## src/rtl/mmio_uart_pkg.sv

```systemverilog
`timescale 1ns/1ps
package mmio_uart_pkg;

  localparam int ADDR_W = 3;
  localparam int CTRL_W = 13;

  typedef enum logic [ADDR_W-1:0] {
    RA_RXDATA  = 3'd0,
    RA_TXDATA  = 3'd1,
    RA_STATUS  = 3'd2,
    RA_CONTROL = 3'd3,
    RA_DIVISOR = 3'd4,
    RA_PKTEND  = 3'd5
  } reg_addr_e;

  // control positions that act as interrupt enables (0..8, 10, 12)
  localparam logic [CTRL_W-1:0] IRQ_EN_MASK = 13'h15FF;
  localparam int CB_BREAK = 9;
  localparam int CB_RTS   = 11;

  typedef enum logic [2:0] {
    RX_IDLE, RX_START, RX_DATA, RX_STOP, RX_HOLDLOW
  } rx_state_e;

  // last clock of a full bit period
  function automatic logic bit_last(input logic [31:0] cnt, input logic [31:0] div);
    return (cnt + 32'd1) >= div;
  endfunction

  // clocks from start edge to start-bit centre, never below one
  function automatic logic [31:0] half_len(input logic [31:0] div);
    return ((div >> 1) == 32'd0) ? 32'd1 : (div >> 1);
  endfunction

  function automatic logic mid_last(input logic [31:0] cnt, input logic [31:0] div);
    return (cnt + 32'd1) >= half_len(div);
  endfunction

endpackage

```

## src/rtl/mmio_uart_sync.sv

```systemverilog
`timescale 1ns/1ps
module mmio_uart_sync #(
  parameter logic RST_VAL = 1'b0
) (
  input  logic clk,
  input  logic rst_n,
  input  logic d,
  output logic q
);
  logic meta;

  always_ff @(posedge clk or negedge rst_n) begin
    if (!rst_n) begin
      meta <= RST_VAL;
      q    <= RST_VAL;
    end else begin
      meta <= d;
      q    <= meta;
    end
  end
endmodule

```

## src/rtl/mmio_uart_tx.sv

```systemverilog
`timescale 1ns/1ps
module mmio_uart_tx
  import mmio_uart_pkg::*;
#(
  parameter int DIV_W  = 16,
  parameter int DATA_W = 8
) (
  input  logic              clk,
  input  logic              rst_n,
  input  logic [DIV_W-1:0]  div,
  input  logic              wr_strobe,
  input  logic [DATA_W-1:0] wr_data,
  output logic              hold_full,
  output logic              busy,
  output logic              line,
  output logic              overrun_evt
);
  localparam int FRAME_W = DATA_W + 2;
  localparam int BIT_W   = $clog2(FRAME_W + 1);

  logic [DATA_W-1:0]  hold_q;
  logic [FRAME_W-1:0] shreg;
  logic [DIV_W-1:0]   cnt;
  logic [BIT_W-1:0]   bitn;
  logic               start;

  assign start       = !busy && hold_full;
  assign overrun_evt = wr_strobe && hold_full;
  assign line        = busy ? shreg[0] : 1'b1;

  always_ff @(posedge clk or negedge rst_n) begin
    if (!rst_n) begin
      hold_full <= 1'b0;
      hold_q    <= '0;
    end else begin
      if (start) hold_full <= 1'b0;
      if (wr_strobe && !hold_full) begin
        hold_full <= 1'b1;
        hold_q    <= wr_data;
      end
    end
  end

  always_ff @(posedge clk or negedge rst_n) begin
    if (!rst_n) begin
      busy  <= 1'b0;
      shreg <= '1;
      cnt   <= '0;
      bitn  <= '0;
    end else if (start) begin
      busy  <= 1'b1;
      shreg <= {1'b1, hold_q, 1'b0};
      cnt   <= '0;
      bitn  <= '0;
    end else if (busy) begin
      if (bit_last(32'(cnt), 32'(div))) begin
        cnt <= '0;
        if (bitn == BIT_W'(FRAME_W - 1)) begin
          busy <= 1'b0;
        end else begin
          bitn  <= bitn + 1'b1;
          shreg <= {1'b1, shreg[FRAME_W-1:1]};
        end
      end else begin
        cnt <= cnt + 1'b1;
      end
    end
  end
endmodule

```

## src/rtl/mmio_uart_rx.sv

```systemverilog
`timescale 1ns/1ps
module mmio_uart_rx
  import mmio_uart_pkg::*;
#(
  parameter int DIV_W  = 16,
  parameter int DATA_W = 8
) (
  input  logic              clk,
  input  logic              rst_n,
  input  logic [DIV_W-1:0]  div,
  input  logic              rx_s,
  output logic              done,
  output logic [DATA_W-1:0] data_out,
  output logic              stop_bit
);
  localparam int BIT_W = $clog2(DATA_W);

  rx_state_e         state;
  logic [DIV_W-1:0]  cnt;
  logic [BIT_W-1:0]  bitn;
  logic [DATA_W-1:0] sh;

  assign done     = (state == RX_STOP) && bit_last(32'(cnt), 32'(div));
  assign data_out = sh;
  assign stop_bit = rx_s;

  always_ff @(posedge clk or negedge rst_n) begin
    if (!rst_n) begin
      state <= RX_IDLE;
      cnt   <= '0;
      bitn  <= '0;
      sh    <= '0;
    end else begin
      case (state)
        RX_IDLE: begin
          cnt <= '0;
          if (!rx_s) state <= RX_START;
        end
        RX_START: begin
          if (mid_last(32'(cnt), 32'(div))) begin
            cnt   <= '0;
            bitn  <= '0;
            state <= rx_s ? RX_IDLE : RX_DATA;
          end else cnt <= cnt + 1'b1;
        end
        RX_DATA: begin
          if (bit_last(32'(cnt), 32'(div))) begin
            cnt <= '0;
            sh  <= {rx_s, sh[DATA_W-1:1]};
            if (bitn == BIT_W'(DATA_W - 1)) state <= RX_STOP;
            else bitn <= bitn + 1'b1;
          end else cnt <= cnt + 1'b1;
        end
        RX_STOP: begin
          if (bit_last(32'(cnt), 32'(div))) begin
            cnt   <= '0;
            state <= rx_s ? RX_IDLE : RX_HOLDLOW;
          end else cnt <= cnt + 1'b1;
        end
        RX_HOLDLOW: if (rx_s) state <= RX_IDLE;
        default: state <= RX_IDLE;
      endcase
    end
  end
endmodule

```

## src/rtl/mmio_uart.sv

```systemverilog
`timescale 1ns/1ps
module mmio_uart
  import mmio_uart_pkg::*;
#(
  parameter int BUS_W    = 16,
  parameter int DIV_W    = 16,
  parameter int DIV_INIT = 16
) (
  input  logic              clk,
  input  logic              rst_n,
  input  logic              bus_wr,
  input  logic              bus_rd,
  input  logic [ADDR_W-1:0] bus_addr,
  input  logic [BUS_W-1:0]  bus_wdata,
  output logic [BUS_W-1:0]  bus_rdata,
  output logic              irq,
  output logic              txd,
  input  logic              rxd,
  input  logic              cts_in,
  output logic              rts_out
);
  localparam int DATA_W = 8;

  // bus decode
  logic wr_tx, wr_st, wr_ctrl, wr_div, wr_pkt, rd_rx;
  assign wr_tx   = bus_wr && (bus_addr == RA_TXDATA);
  assign wr_st   = bus_wr && (bus_addr == RA_STATUS);
  assign wr_ctrl = bus_wr && (bus_addr == RA_CONTROL);
  assign wr_div  = bus_wr && (bus_addr == RA_DIVISOR);
  assign wr_pkt  = bus_wr && (bus_addr == RA_PKTEND);
  assign rd_rx   = bus_rd && (bus_addr == RA_RXDATA);

  logic unused_wdata_hi;
  assign unused_wdata_hi = ^bus_wdata[BUS_W-1:CTRL_W];

  logic [CTRL_W-1:0] ctrl_q;
  logic [DIV_W-1:0]  div_q;
  logic [DATA_W-1:0] pkt_q;

  always_ff @(posedge clk or negedge rst_n) begin
    if (!rst_n) begin
      ctrl_q <= '0;
      div_q  <= DIV_W'(DIV_INIT);
      pkt_q  <= '0;
    end else begin
      if (wr_ctrl) ctrl_q <= bus_wdata[CTRL_W-1:0];
      if (wr_div)  div_q  <= bus_wdata[DIV_W-1:0];
      if (wr_pkt)  pkt_q  <= bus_wdata[DATA_W-1:0];
    end
  end

  // synchronizers and named events
  logic rx_s, cts_s, cts_prev, cts_edge;
  mmio_uart_sync #(.RST_VAL(1'b1)) u_rx_sync  (.clk(clk), .rst_n(rst_n), .d(rxd),    .q(rx_s));
  mmio_uart_sync #(.RST_VAL(1'b0)) u_cts_sync (.clk(clk), .rst_n(rst_n), .d(cts_in), .q(cts_s));

  always_ff @(posedge clk or negedge rst_n) begin
    if (!rst_n) cts_prev <= 1'b0;
    else        cts_prev <= cts_s;
  end
  assign cts_edge = cts_s ^ cts_prev;

  // transmitter
  logic tx_hold_full, tx_busy, tx_line, tx_overrun;
  mmio_uart_tx #(.DIV_W(DIV_W), .DATA_W(DATA_W)) u_tx (
    .clk(clk), .rst_n(rst_n), .div(div_q),
    .wr_strobe(wr_tx), .wr_data(bus_wdata[DATA_W-1:0]),
    .hold_full(tx_hold_full), .busy(tx_busy), .line(tx_line),
    .overrun_evt(tx_overrun)
  );
  assign txd     = ctrl_q[CB_BREAK] ? 1'b0 : tx_line;
  assign rts_out = ctrl_q[CB_RTS];

  // receiver
  logic              rx_done, rx_stop;
  logic [DATA_W-1:0] rx_byte;
  mmio_uart_rx #(.DIV_W(DIV_W), .DATA_W(DATA_W)) u_rx (
    .clk(clk), .rst_n(rst_n), .div(div_q), .rx_s(rx_s),
    .done(rx_done), .data_out(rx_byte), .stop_bit(rx_stop)
  );

  // receive slot and sticky flags
  logic [DATA_W-1:0] rxbuf;
  logic rrdy, err_fe, err_brk, err_roe, err_toe, cts_chg;
  logic err_pe;
  assign err_pe = 1'b0;

  always_ff @(posedge clk or negedge rst_n) begin
    if (!rst_n) begin
      rxbuf   <= '0;
      rrdy    <= 1'b0;
      err_fe  <= 1'b0;
      err_brk <= 1'b0;
      err_roe <= 1'b0;
      err_toe <= 1'b0;
      cts_chg <= 1'b0;
    end else begin
      if (wr_st) begin
        err_fe  <= 1'b0;
        err_brk <= 1'b0;
        err_roe <= 1'b0;
        err_toe <= 1'b0;
        cts_chg <= 1'b0;
      end
      if (tx_overrun) err_toe <= 1'b1;
      if (cts_edge)   cts_chg <= 1'b1;
      if (rx_done) begin
        rxbuf <= rx_byte;
        rrdy  <= 1'b1;
        if (rrdy && !rd_rx) err_roe <= 1'b1;
        if (!rx_stop) err_fe <= 1'b1;
        if (!rx_stop && (rx_byte == '0)) err_brk <= 1'b1;
      end else if (rd_rx) begin
        rrdy <= 1'b0;
      end
    end
  end

  // status word
  logic              exc;
  logic [CTRL_W-1:0] status_w;
  assign exc = err_pe | err_fe | err_brk | err_roe | err_toe;
  assign status_w = {1'b0, cts_s, cts_chg, 1'b0, exc, rrdy,
                     !tx_hold_full, !tx_hold_full && !tx_busy,
                     err_toe, err_roe, err_brk, err_fe, err_pe};

  assign irq = |(status_w & ctrl_q & IRQ_EN_MASK);

  always_comb begin
    bus_rdata = '0;
    case (bus_addr)
      RA_RXDATA:  bus_rdata = BUS_W'(rxbuf);
      RA_STATUS:  bus_rdata = BUS_W'(status_w);
      RA_CONTROL: bus_rdata = BUS_W'(ctrl_q);
      RA_DIVISOR: bus_rdata = BUS_W'(div_q);
      RA_PKTEND:  bus_rdata = BUS_W'(pkt_q);
      default:    bus_rdata = '0;
    endcase
  end
endmodule

```

## config.mk

```make
export PLATFORM = sky130hd
export DESIGN_NAME = mmio_uart
export DESIGN_NICKNAME = d
export VERILOG_FILES = /design/src/rtl/mmio_uart_pkg.sv /design/src/rtl/mmio_uart_sync.sv /design/src/rtl/mmio_uart_tx.sv /design/src/rtl/mmio_uart_rx.sv /design/src/rtl/mmio_uart.sv
export SDC_FILE = /design/constraint.sdc
export NUM_CORES = 1
export LEC_CHECK = 0
export BUFFER_PORTS_ARGS = -buffer_cell sky130_fd_sc_hd__buf_2
export CAP_MARGIN = 20
export CORE_UTILIZATION = 45
export DETAILED_ROUTE_END_ITERATION = 12
export GPL_TIMING_DRIVEN = 0
export PLACE_DENSITY = 0.63
export SYNTH_ARGS = -nofsm -noshare
export SYNTH_HDL_FRONTEND = slang
export SYNTH_HIERARCHICAL = 1
export SYNTH_SLANG_ARGS = --single-unit
```

## constraint.sdc

```tcl
create_clock -name clk -period 6.95 [get_ports clk]
set_clock_uncertainty 0.1 [all_clocks]
set_input_delay 0.3475 -clock clk [delete_from_list [all_inputs] [get_ports clk]]
set_output_delay 0.3475 -clock clk [all_outputs]
set_load 0.005 [all_outputs]
```

==> results.sh <==
export IMPL_cp_max_fo=10
export IMPL_reg2regPathDepth=14
export IMPL_syn_avg_cell_area_sq_um=10.36
export IMPL_synth_warnings=6
export IMPL_finalSetupViolations=0
export IMPL_seq_area_sq_mm=0.003143
export IMPL_fin_crit_sh=0.5967
export IMPL_grt_max_degree=99
export IMPL_cts_htree_levels=4
export IMPL_first_pass_iters=5
export IMPL_cts_tree="yes"
export IMPL_crit_type="flip-flop to flip-flop"
export IMPL_final_instance_count_excl_fill=1015
export IMPL_wl_per_cell_microns=18.01
export IMPL_post_cts_buffers=0
export IMPL_place_gp_congestion=0.8547
export IMPL_synth_nets=798
export IMPL_slew_headroom=0.4414
export IMPL_fin_crit_ns=4.147
export IMPL_die_y_microns=130.8
export IMPL_max_clock_freq_ghz=0.2411
export IMPL_drc_errors=0
export IMPL_max_cap_violations=0
export IMPL_synth_edf_count=0
export IMPL_core_area_sq_mm=0.01606
export IMPL_ys_seq_area_frac=0.4213
export IMPL_irDropWorstVdd_mv=0.1635
export IMPL_area_growth_pct=15.10
export IMPL_cp_start_kind="flip-flop"
export IMPL_ant_nets=0
export IMPL_grt_antenna_before_repair=0
export IMPL_regToRegEndpoint="rxbuf[6]$_DFFE_PN0P_"
export IMPL_synthArstFlopShare=1.000
export IMPL_numCtsBuffers=17
export IMPL_min_to="div_q[13]$_DFFE_PN0P_"
export IMPL_crit_arrival_ns=4.35
export IMPL_cts_root_buf="clkbuf_16"
export IMPL_leakage_uw=0.004303
export IMPL_hold_class="input pin to flip-flop"
export IMPL_placed_cells_incl_taps=980
export IMPL_fillers=1437
export IMPL_cts_sinks=125
export IMPL_grt_pass1_vias=5908
export IMPL_io_pins=44
export IMPL_power_density_mw_per_mm2=310.7
export IMPL_syn_inst=720
export IMPL_clkTransAtPathRegs_ns=0.06
export IMPL_reg2reg_from="u_rx/cnt[0]$_DFFE_PN0P_"
export IMPL_grt_overflow=0
export IMPL_insertion_delay_ns=0.42
export IMPL_worstMarginPinSlew_ns=0.8349
export IMPL_layout_nets=864
export IMPL_initial_core_util=0.4645
export IMPL_yosys_cell_types_count=70
export IMPL_holdPathStages=2
export IMPL_yosys_register_bits=125
export IMPL_num_rows=46
export IMPL_die_area_sq_mm=0.01710
export IMPL_die_w_microns=130.8
export IMPL_antennaDiodeCount=0
export IMPL_drv_slew=0
export IMPL_clk_path_buf_depth=2
export IMPL_ys_flop_type="dfrtp_1"
export IMPL_cp_end_kind="flip-flop"
export IMPL_dp_hpwl_microns=13460
export IMPL_critPathRequiredTime_ns=7.15
export IMPL_viasPerCell=5.725
export IMPL_status="finished, final reports clean"
export IMPL_drive_gt1_frac=0.2278
export IMPL_synth_area_sq_mm=0.007460
export IMPL_fin_tns_setup_ns=0
export IMPL_ff2ff_setup_slack_ns=2.80
export IMPL_rsz0062_at_grt="no"
export IMPL_grt_pass1_wl_microns=30350
export IMPL_numPortBuffers=43
export IMPL_multiInputGateArea_sq_mm=0.003899
export IMPL_wirelength_microns=18280
export IMPL_hp_start="bus_wdata[13]"
export IMPL_hold_viol_final=0
export IMPL_vias=5811
export IMPL_drt_iter0_markers=329
export IMPL_grt_total_usage=0.2351
[state kept, by name, summed over array words and instances (netlist names), 3 cells and up]
signal         count
u_rx/bitn          3
u_rx/state         3
u_rx/cnt          16
ctrl_q            13
pkt_q              8
u_tx/cnt          16
u_tx/bitn          4
div_q             16
u_tx/shreg         9
u_tx/hold_q        8
rxbuf              8
u_rx/data_out      8
[worst max-delay path by stage]
stage                            startpoint                    to
detailed placement  u_rx/cnt[0]$_DFFE_PN0P_  rxbuf[6]$_DFFE_PN0P_
floorplan           u_rx/cnt[0]$_DFFE_PN0P_  rxbuf[0]$_DFFE_PN0P_
CTS                 u_rx/cnt[0]$_DFFE_PN0P_  rxbuf[6]$_DFFE_PN0P_
finish              u_rx/cnt[0]$_DFFE_PN0P_  rxbuf[6]$_DFFE_PN0P_
global placement    u_rx/cnt[0]$_DFFE_PN0P_  rxbuf[5]$_DFFE_PN0P_
global route        u_rx/cnt[0]$_DFFE_PN0P_  rxbuf[6]$_DFFE_PN0P_
[power by group]
part | leakage [uW] | switching [uW] | total (uW) | internal (uW)
clock | 0.000268 | 365 | 868 | 503
combinational | 0.00247 | 375 | 719 | 344
sequential | 0.00156 | 176 | 1080 | 905
total | 0.00430 | 915 | 2670 | 1750
[Yosys cell counts (14+ instances only)]
master   count  share of area
inv_1       64          0.032
xor2_1      15          0.018
nor2_1      36          0.018
mux2_2      52          0.078
a21o_1      14          0.014
nand2_1     48          0.024
nand3_1     25          0.017
dfrtp_1    113           0.38
o21ai_0     35          0.023
ha_1        53          0.089
a21oi_1     22          0.015
mux2i_1     17          0.023
[repair_timing]
action | in CTS | in global routing
hold buffers | 3 | 0
gates resized for setup | 0 | 0
hold endpoints to repair | 29 | 0
[cells by family after synthesis]
family                   Yosys count  synth area share
adder cells (fa/ha/maj)           53           0.08890
XOR/XNOR                          28           0.03288
AND/OR/NAND/NOR                  191            0.1377
multiplexers                      79            0.1214
AO/OA/AOI/OAI                    150            0.1417
buffers and inverters             94           0.05602
flip-flops                       125            0.4213
[through the flow]
step           setup slack [ns]  hold slack, ns  total power, uW    util  instance area [sq um]
2_1_floorplan             3.562        -0.04809             1557       -                   7460
3_3_place_gp              2.949          0.2393             1746  0.4948                   7945
3_5_place_dp              2.851          0.1393             1798  0.4969                   7979
4_1_cts                   2.775         0.05910             2679  0.5347                   8586
5_1_grt                   2.480         0.07576             2838  0.5347                   8586
6_report                  2.803         0.07520             2667  0.5347                   8586
[worst max-delay path: stages (launching register included)]
cell	delay, ns
dfrtp_1	0.48
ha_1	0.26
nand3_1	0.22
nor3_1	0.24
xnor2_1	0.18
inv_1	0.12
ha_1	0.34
nand4_1	0.17
a2111oi_2	0.32
o21ai_0	0.14
and4bb_1	0.22
buf_6	0.14
nor2_1	0.23
clkbuf_1	0.46
mux2_2	0.40
[layout by cell type (no fill, tap or decap), types with 5 or more instances in the layout]
cell	count
clkinvlp_4	5
o211ai_1	5
and4_1	5
nor4_1	9
nand2_1	48
ha_1	53
mux2_2	52
inv_6	6
nor2_1	36
o21ai_0	35
a31oi_1	13
nand4_1	10
mux2i_1	17
buf_2	48
a21o_1	14
buf_6	7
and3_1	12
nor2b_1	5
o221ai_1	5
xor2_1	15
clkbuf_1	13
nand2b_1	9
nand3_1	25
a22oi_1	9
a22o_1	12
a21oi_1	22
dfrtp_1	113
inv_1	64
clkbuf_16	17
xnor2_1	13
mux2_4	10
a211o_1	5
dfstp_2	12
[layout make-up]
type                       instances  area share
buffer                            30     0.02069
inverter                          64     0.02798
clock inverter                    15     0.01763
sequential                       125      0.3661
multi-input combinational        501      0.4541
tap                              216     0.03148
clock buffer                      17     0.04955
timing repair buffer              47     0.03250
[routing by layer]
metal  part of all wire  track usage
met1               0.45       0.3094
met2               0.49       0.3831
met3              0.042      0.03827
met4              0.022       0.1028
met5                  0            0
Power figures use the tool's default switching activity.
